<file path="config.mk">
export PLATFORM = sky130hd
export DESIGN_NAME = corr_branch_predictor
export DESIGN_NICKNAME = d
export VERILOG_FILES = /design/src/rtl/bp_pkg.sv /design/src/rtl/bp_ctr_next.sv /design/src/rtl/bp_ghr.sv /design/src/rtl/bp_counter_table.sv /design/src/rtl/corr_branch_predictor.sv
export SDC_FILE = /design/constraint.sdc
export NUM_CORES = 1
export LEC_CHECK = 0
export ABC_AREA = 1
export BUFFER_PORTS_ARGS = -buffer_cell sky130_fd_sc_hd__buf_4
export CAP_MARGIN = 15
export CORE_MARGIN = 5
export CORE_UTILIZATION = 45
export DETAILED_ROUTE_END_ITERATION = 10
export GPL_TIMING_DRIVEN = 0
export HOLD_SLACK_MARGIN = 0.03
export MAX_ROUTING_LAYER = met4
export SLEW_MARGIN = 15
export SYNTH_ARGS = -nofsm -noshare
export SYNTH_HDL_FRONTEND = slang
export SYNTH_SLANG_ARGS = --single-unit
</file>
<file path="constraint.sdc">
create_clock -name clk -period 6 [get_ports clk]
set_input_delay 1.8 -clock clk [delete_from_list [all_inputs] [get_ports clk]]
set_output_delay 1.8 -clock clk [all_outputs]
set_load 0.05 [all_outputs]
</file>
<file path="src/rtl/bp_pkg.sv">
package bp_pkg;
    // two-bit direction counter states, ordered so that the MSB is the prediction
    typedef enum logic [1:0] {
        STRONG_NT = 2'd0,
        WEAK_NT   = 2'd1,
        WEAK_T    = 2'd2,
        STRONG_T  = 2'd3
    } ctr_state_e;
endpackage

</file>
<file path="src/rtl/bp_ctr_next.sv">
module bp_ctr_next
    import bp_pkg::*;
#(
    parameter int CW = 2
) (
    input  logic [CW-1:0] cur,
    input  logic          taken,
    output logic [CW-1:0] nxt
);
    generate
        if (CW == 1) begin : g_onebit
            // NOT_TAKEN / TAKEN: the state follows the last outcome
            assign nxt = taken;
        end else begin : g_twobit
            ctr_state_e st, st_nx;
            assign st = ctr_state_e'(cur[1:0]);
            always_comb begin
                st_nx = st;
                unique case (st)
                    STRONG_NT: st_nx = taken ? WEAK_NT  : STRONG_NT;
                    WEAK_NT:   st_nx = taken ? WEAK_T   : STRONG_NT;
                    WEAK_T:    st_nx = taken ? STRONG_T : WEAK_NT;
                    STRONG_T:  st_nx = taken ? STRONG_T : WEAK_T;
                    default:   st_nx = WEAK_NT;
                endcase
            end
            assign nxt = CW'(st_nx);
        end
    endgenerate
endmodule

</file>
<file path="src/rtl/bp_ghr.sv">
module bp_ghr #(
    parameter int HB = 3
) (
    input  logic          clk,
    input  logic          rst_n,
    input  logic          shift_en,
    input  logic          bit_in,
    output logic [HB-1:0] hist
);
    always_ff @(posedge clk or negedge rst_n) begin
        if (!rst_n)        hist <= '0;
        else if (shift_en) hist <= {hist[HB-2:0], bit_in};
    end

    p_hist_newest_r6: assert property (@(posedge clk) disable iff (!rst_n)
        shift_en |=> hist[0] == $past(bit_in));
    p_hist_age_r6: assert property (@(posedge clk) disable iff (!rst_n)
        shift_en |=> hist[HB-1:1] == $past(hist[HB-2:0]));
    p_hist_hold_r6: assert property (@(posedge clk) disable iff (!rst_n)
        !shift_en |=> $stable(hist));
endmodule

</file>
<file path="src/rtl/bp_counter_table.sv">
module bp_counter_table #(
    parameter int AW = 7,
    parameter int CW = 2,
    parameter logic [CW-1:0] RST = '0
) (
    input  logic          clk,
    input  logic          rst_n,
    input  logic [AW-1:0] rd_idx,
    output logic [CW-1:0] rd_val,
    input  logic          wr_en,
    input  logic [AW-1:0] wr_idx,
    output logic [CW-1:0] old_val,
    input  logic [CW-1:0] wr_val
);
    localparam int DEPTH = 1 << AW;

    logic [CW-1:0] cells [DEPTH];

    always_ff @(posedge clk or negedge rst_n) begin
        if (!rst_n) begin
            for (int i = 0; i < DEPTH; i++) cells[i] <= RST;
        end else if (wr_en) begin
            cells[wr_idx] <= wr_val;
        end
    end

    assign rd_val  = cells[rd_idx];
    assign old_val = cells[wr_idx];

    p_commit_next_r7: assert property (@(posedge clk) disable iff (!rst_n)
        wr_en |=> cells[$past(wr_idx)] == $past(wr_val));
endmodule

</file>
<file path="src/rtl/corr_branch_predictor.sv">
module corr_branch_predictor #(
    parameter int PC_W       = 32,
    parameter int ALIGN_BITS = 2,
    parameter int IDX_BITS   = 4,
    parameter int HIST_BITS  = 3,
    parameter int CTR_BITS   = 2
) (
    input  logic                 clk,
    input  logic                 rst_n,
    input  logic [PC_W-1:0]      pred_pc,
    output logic                 pred_taken,
    input  logic                 upd_valid,
    input  logic [PC_W-1:0]      upd_pc,
    input  logic                 upd_taken,
    output logic [HIST_BITS-1:0] glob_hist
);
    localparam int TAW = IDX_BITS + HIST_BITS;
    localparam logic [CTR_BITS-1:0] CTR_RST = (CTR_BITS == 1) ? '0 : CTR_BITS'(1);
    localparam logic [CTR_BITS-1:0] CTR_MAX = '1;

    logic [TAW-1:0]      pred_idx, upd_idx;
    logic [CTR_BITS-1:0] pred_ctr, upd_old, upd_new;
    logic                unused_pc_bits;

    assign pred_idx = {pred_pc[ALIGN_BITS +: IDX_BITS], glob_hist};
    assign upd_idx  = {upd_pc[ALIGN_BITS +: IDX_BITS], glob_hist};
    assign unused_pc_bits = ^{pred_pc[ALIGN_BITS-1:0], pred_pc[PC_W-1:ALIGN_BITS+IDX_BITS],
                              upd_pc[ALIGN_BITS-1:0], upd_pc[PC_W-1:ALIGN_BITS+IDX_BITS]};

    bp_ghr #(.HB(HIST_BITS)) u_ghr (
        .clk(clk), .rst_n(rst_n), .shift_en(upd_valid), .bit_in(upd_taken), .hist(glob_hist)
    );

    bp_counter_table #(.AW(TAW), .CW(CTR_BITS), .RST(CTR_RST)) u_tbl (
        .clk(clk), .rst_n(rst_n),
        .rd_idx(pred_idx), .rd_val(pred_ctr),
        .wr_en(upd_valid), .wr_idx(upd_idx), .old_val(upd_old), .wr_val(upd_new)
    );

    bp_ctr_next #(.CW(CTR_BITS)) u_next (
        .cur(upd_old), .taken(upd_taken), .nxt(upd_new)
    );

    // prediction is the upper half of the selected counter
    assign pred_taken = pred_ctr[CTR_BITS-1];

    p_sat_hi_r4: assert property (@(posedge clk) disable iff (!rst_n)
        (upd_valid && upd_taken && upd_old == CTR_MAX) |-> upd_new == CTR_MAX);
    p_sat_lo_r4: assert property (@(posedge clk) disable iff (!rst_n)
        (upd_valid && !upd_taken && upd_old == '0) |-> upd_new == '0);
    p_one_step_r4: assert property (@(posedge clk) disable iff (!rst_n)
        upd_valid |-> ({1'b0, upd_new} == {1'b0, upd_old}) ||
                      ({1'b0, upd_new} == {1'b0, upd_old} + 1'b1) ||
                      ({1'b0, upd_old} == {1'b0, upd_new} + 1'b1));

    generate
        if (CTR_BITS == 2) begin : g_hyst_chk
            p_hyst_r5: assert property (@(posedge clk) disable iff (!rst_n)
                (upd_valid && (upd_old == 2'd0 || upd_old == 2'd3) && upd_old[1] != upd_taken)
                |-> upd_new[1] == upd_old[1]);
        end
    endgenerate
endmodule

</file>
==> run_summary.xml, run 1 <==
<?xml version="1.0" encoding="UTF-8"?>
<metrics>
  <group name="run">
    <metric name="max_cap_viol_count" unit="">0</metric>
  </group>
  <group name="synth">
    <metric name="netlist_area" unit="mm²">0.01472</metric>
    <metric name="synth_seq_cells" unit="">259</metric>
    <metric name="ys_warn_count" unit="">0</metric>
    <metric name="synth.top_cells.by_area" unit="">nand2_1 25%, dfstp_2 23%, dfrtp_1 22%</metric>
    <metric name="synth.lib_cells_used.distinct" unit="">23</metric>
    <metric name="proportion_of_synthesized_chip_area_in_sequential_cells" unit="%">45.11</metric>
    <metric name="postSynthAreaPerCell" unit="µm²">6.667</metric>
    <metric name="synth_area_leader_cell" unit="">nand2_1</metric>
    <metric name="syn-num-nets" unit="">2276</metric>
    <metric name="synth.top_cell.area_share" unit="%">25.01</metric>
    <metric name="synthesis.instances" unit="">2208</metric>
  </group>
  <group name="grt">
    <metric name="gr-usage-all-layers" unit="%">31.72</metric>
    <metric name="antenna_found_initial" unit="">0</metric>
    <metric name="grt_start_max_net_pins" unit="">100</metric>
    <metric name="globalRoute.totalOverflow" unit="">0</metric>
    <metric name="wire_length_of_the_first_global_routing_pass" unit="µm">85590</metric>
    <metric name="grt_pass1_vias" unit="">14302</metric>
  </group>
  <group name="placed_design">
    <metric name="placement.setup.worst_slack" unit="ns">1.080</metric>
    <metric name="routabilityCongestion" unit="">1.005</metric>
    <metric name="dp.final_hpwl" unit="µm">36460</metric>
    <metric name="placement.io_buffers" unit="">14</metric>
  </group>
  <group name="worst_setup_path">
    <metric name="setup.worst_path.end_class" unit="">primary output</metric>
    <metric name="largest_stage_delay_worst_path" unit="ns">0.85</metric>
    <metric name="worst_path_required_time" unit="ns">4.20</metric>
    <metric name="highest_fanout_seen_on_the_critical_path" unit="">10</metric>
    <metric name="path_class" unit="">reg -&gt; out</metric>
    <metric name="crit_path_cell_trace" unit="">inv_2 &gt; nor2_1 &gt; buf_2 &gt; nand3_1 &gt; nand4_1 &gt; o21ai_0 &gt; o22ai_1 &gt; o211ai_1 &gt; nand2_1 &gt; buf_4</metric>
    <metric name="kind_of_cell_adding_the_most_delay_to_the_critical_path" unit="">simple AND/OR/NAND/NOR gates</metric>
    <metric name="crit_path_top_delay_cell" unit="">nor2_1</metric>
    <metric name="critPathArrivalTime" unit="ns">3.49</metric>
    <metric name="path_buf_inv" unit="">3</metric>
    <metric name="r2r_setup_slack" unit="ns">1.84</metric>
    <metric name="worstSetupStartpointType" unit="">flop</metric>
  </group>
  <group name="sta">
    <metric name="timing.final.setup_violations" unit="">0</metric>
    <metric name="hold_slack" unit="ns">0.4630</metric>
    <metric name="totalNegativeSetupSlack" unit="ns">0</metric>
    <metric name="clock_skew" unit="ns">0.01297</metric>
    <metric name="final-max-slew-violation-count" unit="">0</metric>
    <metric name="rsz_0062_raised_after_global_routing" unit="">false</metric>
    <metric name="pin_slew_with_the_least_headroom_to_its_limit" unit="ns">1.167</metric>
    <metric name="timing.max_slew.rel_slack" unit="%">22.21</metric>
    <metric name="timing_hold_violations_final" unit="">0</metric>
    <metric name="layout_worst_path_cycle_share" unit="%">88.24</metric>
    <metric name="maximum_clock_frequency" unit="MHz">188.9</metric>
    <metric name="finalWorstPathRequiredPeriod" unit="ns">5.294</metric>
    <metric name="fin_ws" unit="ns">0.7058</metric>
  </group>
  <group name="routing">
    <metric name="drtIter0Drc" unit="">2017</metric>
    <metric name="wl_per_cell" unit="µm">20.67</metric>
    <metric name="dr_total_vias" unit="">14908</metric>
    <metric name="avgViaCountPerCell" unit="">5.477</metric>
    <metric name="remaining_drc_errors" unit="">0</metric>
    <metric name="firstDrtPassIters" unit="">6</metric>
    <metric name="routed_wl" unit="µm">56250</metric>
    <metric name="ant_nets" unit="">0</metric>
  </group>
  <group name="power_and_ir_drop">
    <metric name="seq_power_share" unit="%">41.6</metric>
    <metric name="power.net_switching" unit="W">0.001643</metric>
    <metric name="total_leakage_power" unit="nW">8.066</metric>
    <metric name="power.switching_fraction" unit="%">32.98</metric>
    <metric name="cellPowerDensity" unit="mW/mm²">303.0</metric>
    <metric name="internal_power" unit="W">0.003338</metric>
    <metric name="comb_power_share" unit="%">20.8</metric>
    <metric name="worst_ir_drop_vdd" unit="µV">223.3</metric>
    <metric name="pwr-share-clk" unit="%">37.6</metric>
  </group>
  <group name="clock_tree">
    <metric name="cts.sink_count" unit="">259</metric>
    <metric name="postCtsHoldBufs" unit="">0</metric>
    <metric name="worstSkewPairLatency" unit="ns">0.58</metric>
    <metric name="cts-root-buf" unit="">clkbuf_16</metric>
    <metric name="clk_path_buf_depth" unit="">3</metric>
    <metric name="cts_tree" unit="">built</metric>
    <metric name="clock_buffers_created_by_tritoncts" unit="">30</metric>
    <metric name="post_cts_resized" unit="">0</metric>
    <metric name="cts_htree_levels" unit="">1</metric>
    <metric name="clkTransAtPathRegs" unit="ns">0.06</metric>
    <metric name="post-cts-setup-buffers" unit="">0</metric>
  </group>
  <group name="floorplan">
    <metric name="floorplan.die.height" unit="µm">190.9</metric>
    <metric name="die_footprint" unit="mm²">0.03643</metric>
    <metric name="core_region_area" unit="mm²">0.03245</metric>
    <metric name="floorplan.initialDensity" unit="%">45.36</metric>
    <metric name="floorplan.io_pins" unit="">72</metric>
    <metric name="std_cell_rows" unit="">66</metric>
    <metric name="die_x" unit="µm">190.9</metric>
  </group>
  <group name="cells_and_area">
    <metric name="fillerInstances" unit="">3269</metric>
    <metric name="drive_gt1_share" unit="%">12.51</metric>
    <metric name="layout_commonest_cell" unit="">nand2_1</metric>
    <metric name="final_nets" unit="">2324</metric>
    <metric name="syn_to_final_growth" unit="%">11.68</metric>
    <metric name="mostFrequentLayoutCells" unit="">981 x nand2_1, 306 x nand3_1, 244 x inv_1</metric>
  </group>
  <group name="hold_path">
    <metric name="min-delay-path-class" unit="">reg -&gt; reg</metric>
  </group>
  <group name="status">
    <metric name="outcome" unit="">finished, final reports clean</metric>
  </group>
</metrics>
cells in the mapped netlist (all sizes together):
library cell / instances
dfrtp: 131
nand3: 306
dfstp: 128
nor2: 164
o21ai: 32
clkinv: 2
a21oi: 44
nand2: 981
inv: 248
nand3b: 1
or2: 1
o211ai: 2
nand4: 2
o22ai: 2
clkbuf: 19
nor3: 53
buf: 92
metrics by stage:
step | total power [W] | std cells | cell area (µm²) | utilization, %
2_1_floorplan | 0.002666 | 2208 | 14720 | -
3_3_place_gp | 0.003093 | 2664 | 15380 | 47.39
3_5_place_dp | 0.003102 | 2666 | 15440 | 47.58
4_1_cts | 0.004971 | 2721 | 16440 | 50.65
5_1_grt | 0.005162 | 2721 | 16440 | 50.65
6_report | 0.004981 | 2722 | 16440 | 50.66
flip-flops by register name, indices dropped and copies added (netlist names):
register,cells
u_ghr.hist,3
u_tbl.cells,256
worst paths after layout:
check                           depth (start not counted)             start          endpoint
worst min register to register                          2  u_tbl.cells[166]  u_tbl.cells[166]
min in group asynchronous                               1             rst_n  u_tbl.cells[115]
max in group asynchronous                               2             rst_n  u_tbl.cells[246]
worst min-delay path                                    2  u_tbl.cells[166]  u_tbl.cells[166]
worst max register to register                         10     u_ghr.hist[1]  u_tbl.cells[203]
worst max-delay path                                   10     u_ghr.hist[1]        pred_taken
routing by layer:
layer	up-vias	wire length (µm)	global-route usage, %
met2	768	24090	47.38
met5	-	0	-
met3	179	5526	6.078
li1	6896	-	-
met1	7065	23740	42.80
met4	0	2903	12.76
power groups by stage:
stage / clock (W) / combinational, W / sequential [W]
6_report: 0.00187 / 0.00104 / 0.00207
5_1_grt: 0.00197 / 0.00111 / 0.00209
4_1_cts: 0.00189 / 0.00101 / 0.00207
3_5_place_dp: 0 / 0.00101 / 0.00209
3_3_place_gp: 0 / 0.000999 / 0.00209
2_1_floorplan: 0 / 0.000593 / 0.00207
final cells by class:
cell class / instances / area [µm²] / area share (%)
Antenna cell: 1 / 2.502 / 0.01522
Buffer: 111 / 610.6 / 3.714
Clock buffer: 47 / 925.9 / 5.632
Clock inverter: 8 / 70.07 / 0.4262
Inverter: 250 / 938.4 / 5.708
Multi-Input combinational cell: 1588 / 6531 / 39.73
Sequential cell: 259 / 6641 / 40.40
Tap cell: 442 / 553.0 / 3.364
Timing Repair Buffer: 16 / 167.7 / 1.020
logic make-up (layout without fill, tap and decap cells):
logic type / count (synthesis) / after routing / share of synthesized area [%]
flops: 259 / 259 / 45.11
simple gates: 1508 / 1508 / 41.59
buf+inv: 361 / 432 / 10.52
other cells: 0 / 1 / 0
compound gates: 80 / 80 / 2.771
tightest hold or removal path, stage by stage (launching register included):
cell     delay [ns]
dfstp_2        0.36
nand2_1        0.05
nand2_1        0.04
Power figures use the tool's default switching activity.
==> inputs of run 2 (changes only) <==
ABC_AREA = unset   (was 1)
==> run 2 against run 1 <==
Net effect: synthesized area fell by 11%; via count decreased by 34%; fmax down 11%; hold slack got worse by 0.0034 ns; clock-buffer cell count decreased by 3; core utilization is 0.50 points higher; routed wire length down 29%; critical path depth grew 1; critical path type unchanged; largest cell class unchanged.
==> run_summary.xml, run 2 <==
<?xml version="1.0" encoding="UTF-8"?>
<metrics>
  <group name="synth">
    <metric name="synth.top_cell.area_share" unit="%">25.78</metric>
    <metric name="synth_enable_flop_cells" unit="">0</metric>
    <metric name="synth.lib_cells_used.distinct" unit="">63</metric>
    <metric name="netlist_area" unit="mm²">0.01305</metric>
    <metric name="yosysMostFrequentCell" unit="">nand2_1</metric>
    <metric name="synth_seq_cells" unit="">259</metric>
    <metric name="synthTopCellsByCount" unit="">397 x nand2_1, 149 x o21ai_0, 131 x dfrtp_1</metric>
    <metric name="syn-num-nets" unit="">1357</metric>
    <metric name="synth.top_cells.by_area" unit="">dfstp_2 26%, dfrtp_1 25%, nand2_1 11%</metric>
    <metric name="postSynthAreaPerCell" unit="µm²">10.12</metric>
    <metric name="ys_warn_count" unit="">0</metric>
    <metric name="async_reset_ff_share" unit="%">100.0</metric>
    <metric name="synth_area_leader_cell" unit="">dfstp_2</metric>
    <metric name="proportion_of_synthesized_chip_area_in_sequential_cells" unit="%">50.91</metric>
    <metric name="synthesis.instances" unit="">1289</metric>
    <metric name="synth_flop_cell" unit="">dfrtp_1</metric>
  </group>
  <group name="clock_tree">
    <metric name="cts_tree" unit="">built</metric>
    <metric name="cts-root-buf" unit="">clkbuf_16</metric>
    <metric name="postCtsHoldBufs" unit="">0</metric>
    <metric name="clock_buffers_created_by_tritoncts" unit="">30</metric>
    <metric name="cts.sink_count" unit="">259</metric>
    <metric name="cts_htree_levels" unit="">1</metric>
    <metric name="clkTransAtPathRegs" unit="ns">0.06</metric>
    <metric name="worstSkewPairLatency" unit="ns">0.56</metric>
    <metric name="post_cts_resized" unit="">0</metric>
    <metric name="post-cts-setup-buffers" unit="">0</metric>
    <metric name="clk_path_buf_depth" unit="">3</metric>
  </group>
  <group name="worst_setup_path">
    <metric name="crit_end" unit="">pred_taken</metric>
    <metric name="r2r-start" unit="">u_ghr.hist[0]</metric>
    <metric name="r2r_setup_slack" unit="ns">1.66</metric>
    <metric name="critical_path.reg2reg.endpoint" unit="">u_tbl.cells[65]</metric>
    <metric name="r2r.worst_path.cells" unit="">11</metric>
    <metric name="critPathArrivalTime" unit="ns">4.13</metric>
    <metric name="path_class" unit="">reg -&gt; out</metric>
    <metric name="worstSetupStartpointType" unit="">flop</metric>
    <metric name="setup.worst_path.end_class" unit="">primary output</metric>
    <metric name="critPathLaunch" unit="">u_ghr.hist[1]</metric>
    <metric name="highest_fanout_seen_on_the_critical_path" unit="">10</metric>
    <metric name="worst_path_required_time" unit="ns">4.20</metric>
  </group>
  <group name="placed_design">
    <metric name="placement.io_buffers" unit="">12</metric>
    <metric name="placement.setup.worst_slack" unit="ns">0.7128</metric>
    <metric name="dp.final_hpwl" unit="µm">27150</metric>
    <metric name="routabilityCongestion" unit="">0.9052</metric>
  </group>
  <group name="grt">
    <metric name="globalRoute.totalOverflow" unit="">0</metric>
    <metric name="grt_start_max_net_pins" unit="">97</metric>
    <metric name="antenna_found_initial" unit="">0</metric>
    <metric name="gr-usage-all-layers" unit="%">25.28</metric>
    <metric name="grt_pass1_vias" unit="">9888</metric>
    <metric name="wire_length_of_the_first_global_routing_pass" unit="µm">61650</metric>
  </group>
  <group name="routing">
    <metric name="top_layer_used" unit="">met4</metric>
    <metric name="routed_wl" unit="µm">39670</metric>
    <metric name="ant_nets" unit="">0</metric>
    <metric name="remaining_drc_errors" unit="">0</metric>
    <metric name="firstDrtPassIters" unit="">5</metric>
    <metric name="avgViaCountPerCell" unit="">5.655</metric>
    <metric name="met1_length" unit="µm">17240</metric>
    <metric name="wl_met2" unit="µm">18380</metric>
    <metric name="drtIter0Drc" unit="">1025</metric>
    <metric name="met3_length" unit="µm">2761</metric>
    <metric name="dr_total_vias" unit="">9856</metric>
    <metric name="wl_per_cell" unit="µm">22.76</metric>
  </group>
  <group name="cells_and_area">
    <metric name="fillerInstances" unit="">2594</metric>
    <metric name="mostFrequentLayoutCells" unit="">397 x nand2_1, 149 x o21ai_0, 131 x dfrtp_1</metric>
    <metric name="layout_commonest_cell" unit="">nand2_1</metric>
    <metric name="syn_to_final_growth" unit="%">12.56</metric>
    <metric name="multi_input_area" unit="mm²">0.005743</metric>
    <metric name="insertedDiodeCount" unit="">0</metric>
    <metric name="top_regs" unit="">u_tbl.cells (256), u_ghr.hist (3)</metric>
    <metric name="final_nets" unit="">1403</metric>
    <metric name="seq_area" unit="mm²">0.006641</metric>
    <metric name="drive_gt1_share" unit="%">30.46</metric>
    <metric name="max_flop_register" unit="">u_tbl.cells</metric>
    <metric name="largest_register_ff_count" unit="">256</metric>
  </group>
  <group name="sta">
    <metric name="pin_slew_with_the_least_headroom_to_its_limit" unit="ns">1.098</metric>
    <metric name="timing.max_slew.rel_slack" unit="%">26.83</metric>
    <metric name="clock_skew" unit="ns">0.01393</metric>
    <metric name="fin_ws" unit="ns">0.06632</metric>
    <metric name="timing.final.setup_violations" unit="">0</metric>
    <metric name="layout_worst_path_cycle_share" unit="%">98.89</metric>
    <metric name="finalWorstPathRequiredPeriod" unit="ns">5.934</metric>
    <metric name="timing_hold_violations_final" unit="">0</metric>
    <metric name="totalNegativeSetupSlack" unit="ns">0</metric>
    <metric name="rsz_0062_raised_after_global_routing" unit="">false</metric>
    <metric name="maximum_clock_frequency" unit="MHz">168.5</metric>
    <metric name="final-max-slew-violation-count" unit="">0</metric>
  </group>
  <group name="status">
    <metric name="outcome" unit="">finished, final reports clean</metric>
  </group>
  <group name="power_and_ir_drop">
    <metric name="comb_power_share" unit="%">19.7</metric>
    <metric name="power.net_switching" unit="W">0.001444</metric>
    <metric name="total_leakage_power" unit="nW">5.802</metric>
    <metric name="worst_ir_drop_vdd" unit="µV">227.4</metric>
    <metric name="total_chip_power" unit="W">0.004871</metric>
    <metric name="power.switching_fraction" unit="%">29.64</metric>
    <metric name="cellPowerDensity" unit="mW/mm²">331.7</metric>
    <metric name="internal_power" unit="W">0.003427</metric>
    <metric name="pwr-share-clk" unit="%">37.3</metric>
    <metric name="seq_power_share" unit="%">43.0</metric>
  </group>
  <group name="hold_path">
    <metric name="min-delay-path-class" unit="">reg -&gt; reg</metric>
  </group>
  <group name="run">
    <metric name="max_cap_viol_count" unit="">0</metric>
  </group>
  <group name="floorplan">
    <metric name="die_x" unit="µm">180.3</metric>
    <metric name="floorplan.die.height" unit="µm">180.3</metric>
    <metric name="std_cell_rows" unit="">62</metric>
    <metric name="core_region_area" unit="mm²">0.02870</metric>
    <metric name="floorplan.initialDensity" unit="%">45.45</metric>
    <metric name="floorplan.io_pins" unit="">72</metric>
    <metric name="die_footprint" unit="mm²">0.03249</metric>
  </group>
</metrics>
[run 2: changes by cell type after synthesis, moves of 112 or more]
cell | previous run | this run
inv_1 | 244 | 5
nand2_1 | 981 | 397
nand3_1 | 306 | 20
nor2_1 | 163 | 29
o21ai_0 | 27 | 149
o21ai_2 | 0 | 112
[run 2: layout make-up]
class,instances,share of cell area (%)
Sequential cell,259,45.23
Multi-Input combinational cell,940,39.11
Clock buffer,44,6.161
Buffer,84,4.414
Tap cell,384,3.272
Timing Repair Buffer,14,1.040
Clock inverter,12,0.6220
Inverter,6,0.1534
[run 2: through the flow]
step | instance area (µm²) | util (%) | hold WS [ns] | instances
after floorplan | 13050 | - | 0.4416 | 1289
after global placement | 13620 | 47.44 | 0.4510 | 1685
after CTS | 14670 | 51.12 | 0.4624 | 1743
final | 14680 | 51.16 | 0.4596 | 1743
after global routing | 14680 | 51.16 | 0.4758 | 1743
after detailed placement | 13680 | 47.65 | 0.4538 | 1687
[run 2: kinds of logic (layout without fill, tap and decap cells)]
| group | Yosys count | in the layout | share of synthesized area [%] |
|---|---|---|---|
| flip-flops | 259 | 259 | 50.91 |
| buffers and inverters | 90 | 160 | 5.141 |
| multiplexers | 92 | 92 | 9.850 |
| AO/OA/AOI/OAI | 354 | 354 | 18.68 |
| AND/OR/NAND/NOR | 494 | 494 | 15.41 |
[run 2: critical path, stage by stage, from the launching register on]
cell and delay [ns]:
dfrtp_1 0.39, buf_4 0.30, buf_4 0.33, and2_1 0.35
clkbuf_1 0.66, a22oi_1 0.33, nand3_1 0.16, o21ai_0 0.11
mux4_2 0.55, nand2_1 0.09, o21ai_0 0.08, buf_4 0.20
[run 2: worst min path at each step]
stage / from / to / slack (ns) / cells past startpoint
finish: u_tbl.cells[94] / u_tbl.cells[94] / 0.46 / 2
floorplan: u_tbl.cells[153] / u_tbl.cells[153] / 0.44 / 2
global route: u_tbl.cells[80] / u_tbl.cells[80] / 0.48 / 2
CTS: u_tbl.cells[94] / u_tbl.cells[94] / 0.46 / 2
global placement: u_tbl.cells[90] / u_tbl.cells[90] / 0.45 / 2
detailed placement: u_tbl.cells[94] / u_tbl.cells[94] / 0.45 / 2
[run 2: power by group through the flow]
stage          clock [W]  sequential, W  combinational (W)
4_1_cts          0.00185        0.00209           0.000958
3_5_place_dp           0        0.00212           0.000956
2_1_floorplan          0        0.00209           0.000638
6_report         0.00182        0.00209           0.000960
3_3_place_gp           0        0.00211           0.000939
5_1_grt          0.00193        0.00211            0.00103
[run 2: routing by layer]
metal | up-vias | track usage, %
met5 | - | -
met4 | 0 | 7.411
met3 | 86 | 4.037
met2 | 345 | 39.54
met1 | 4788 | 34.39
li1 | 4637 | -
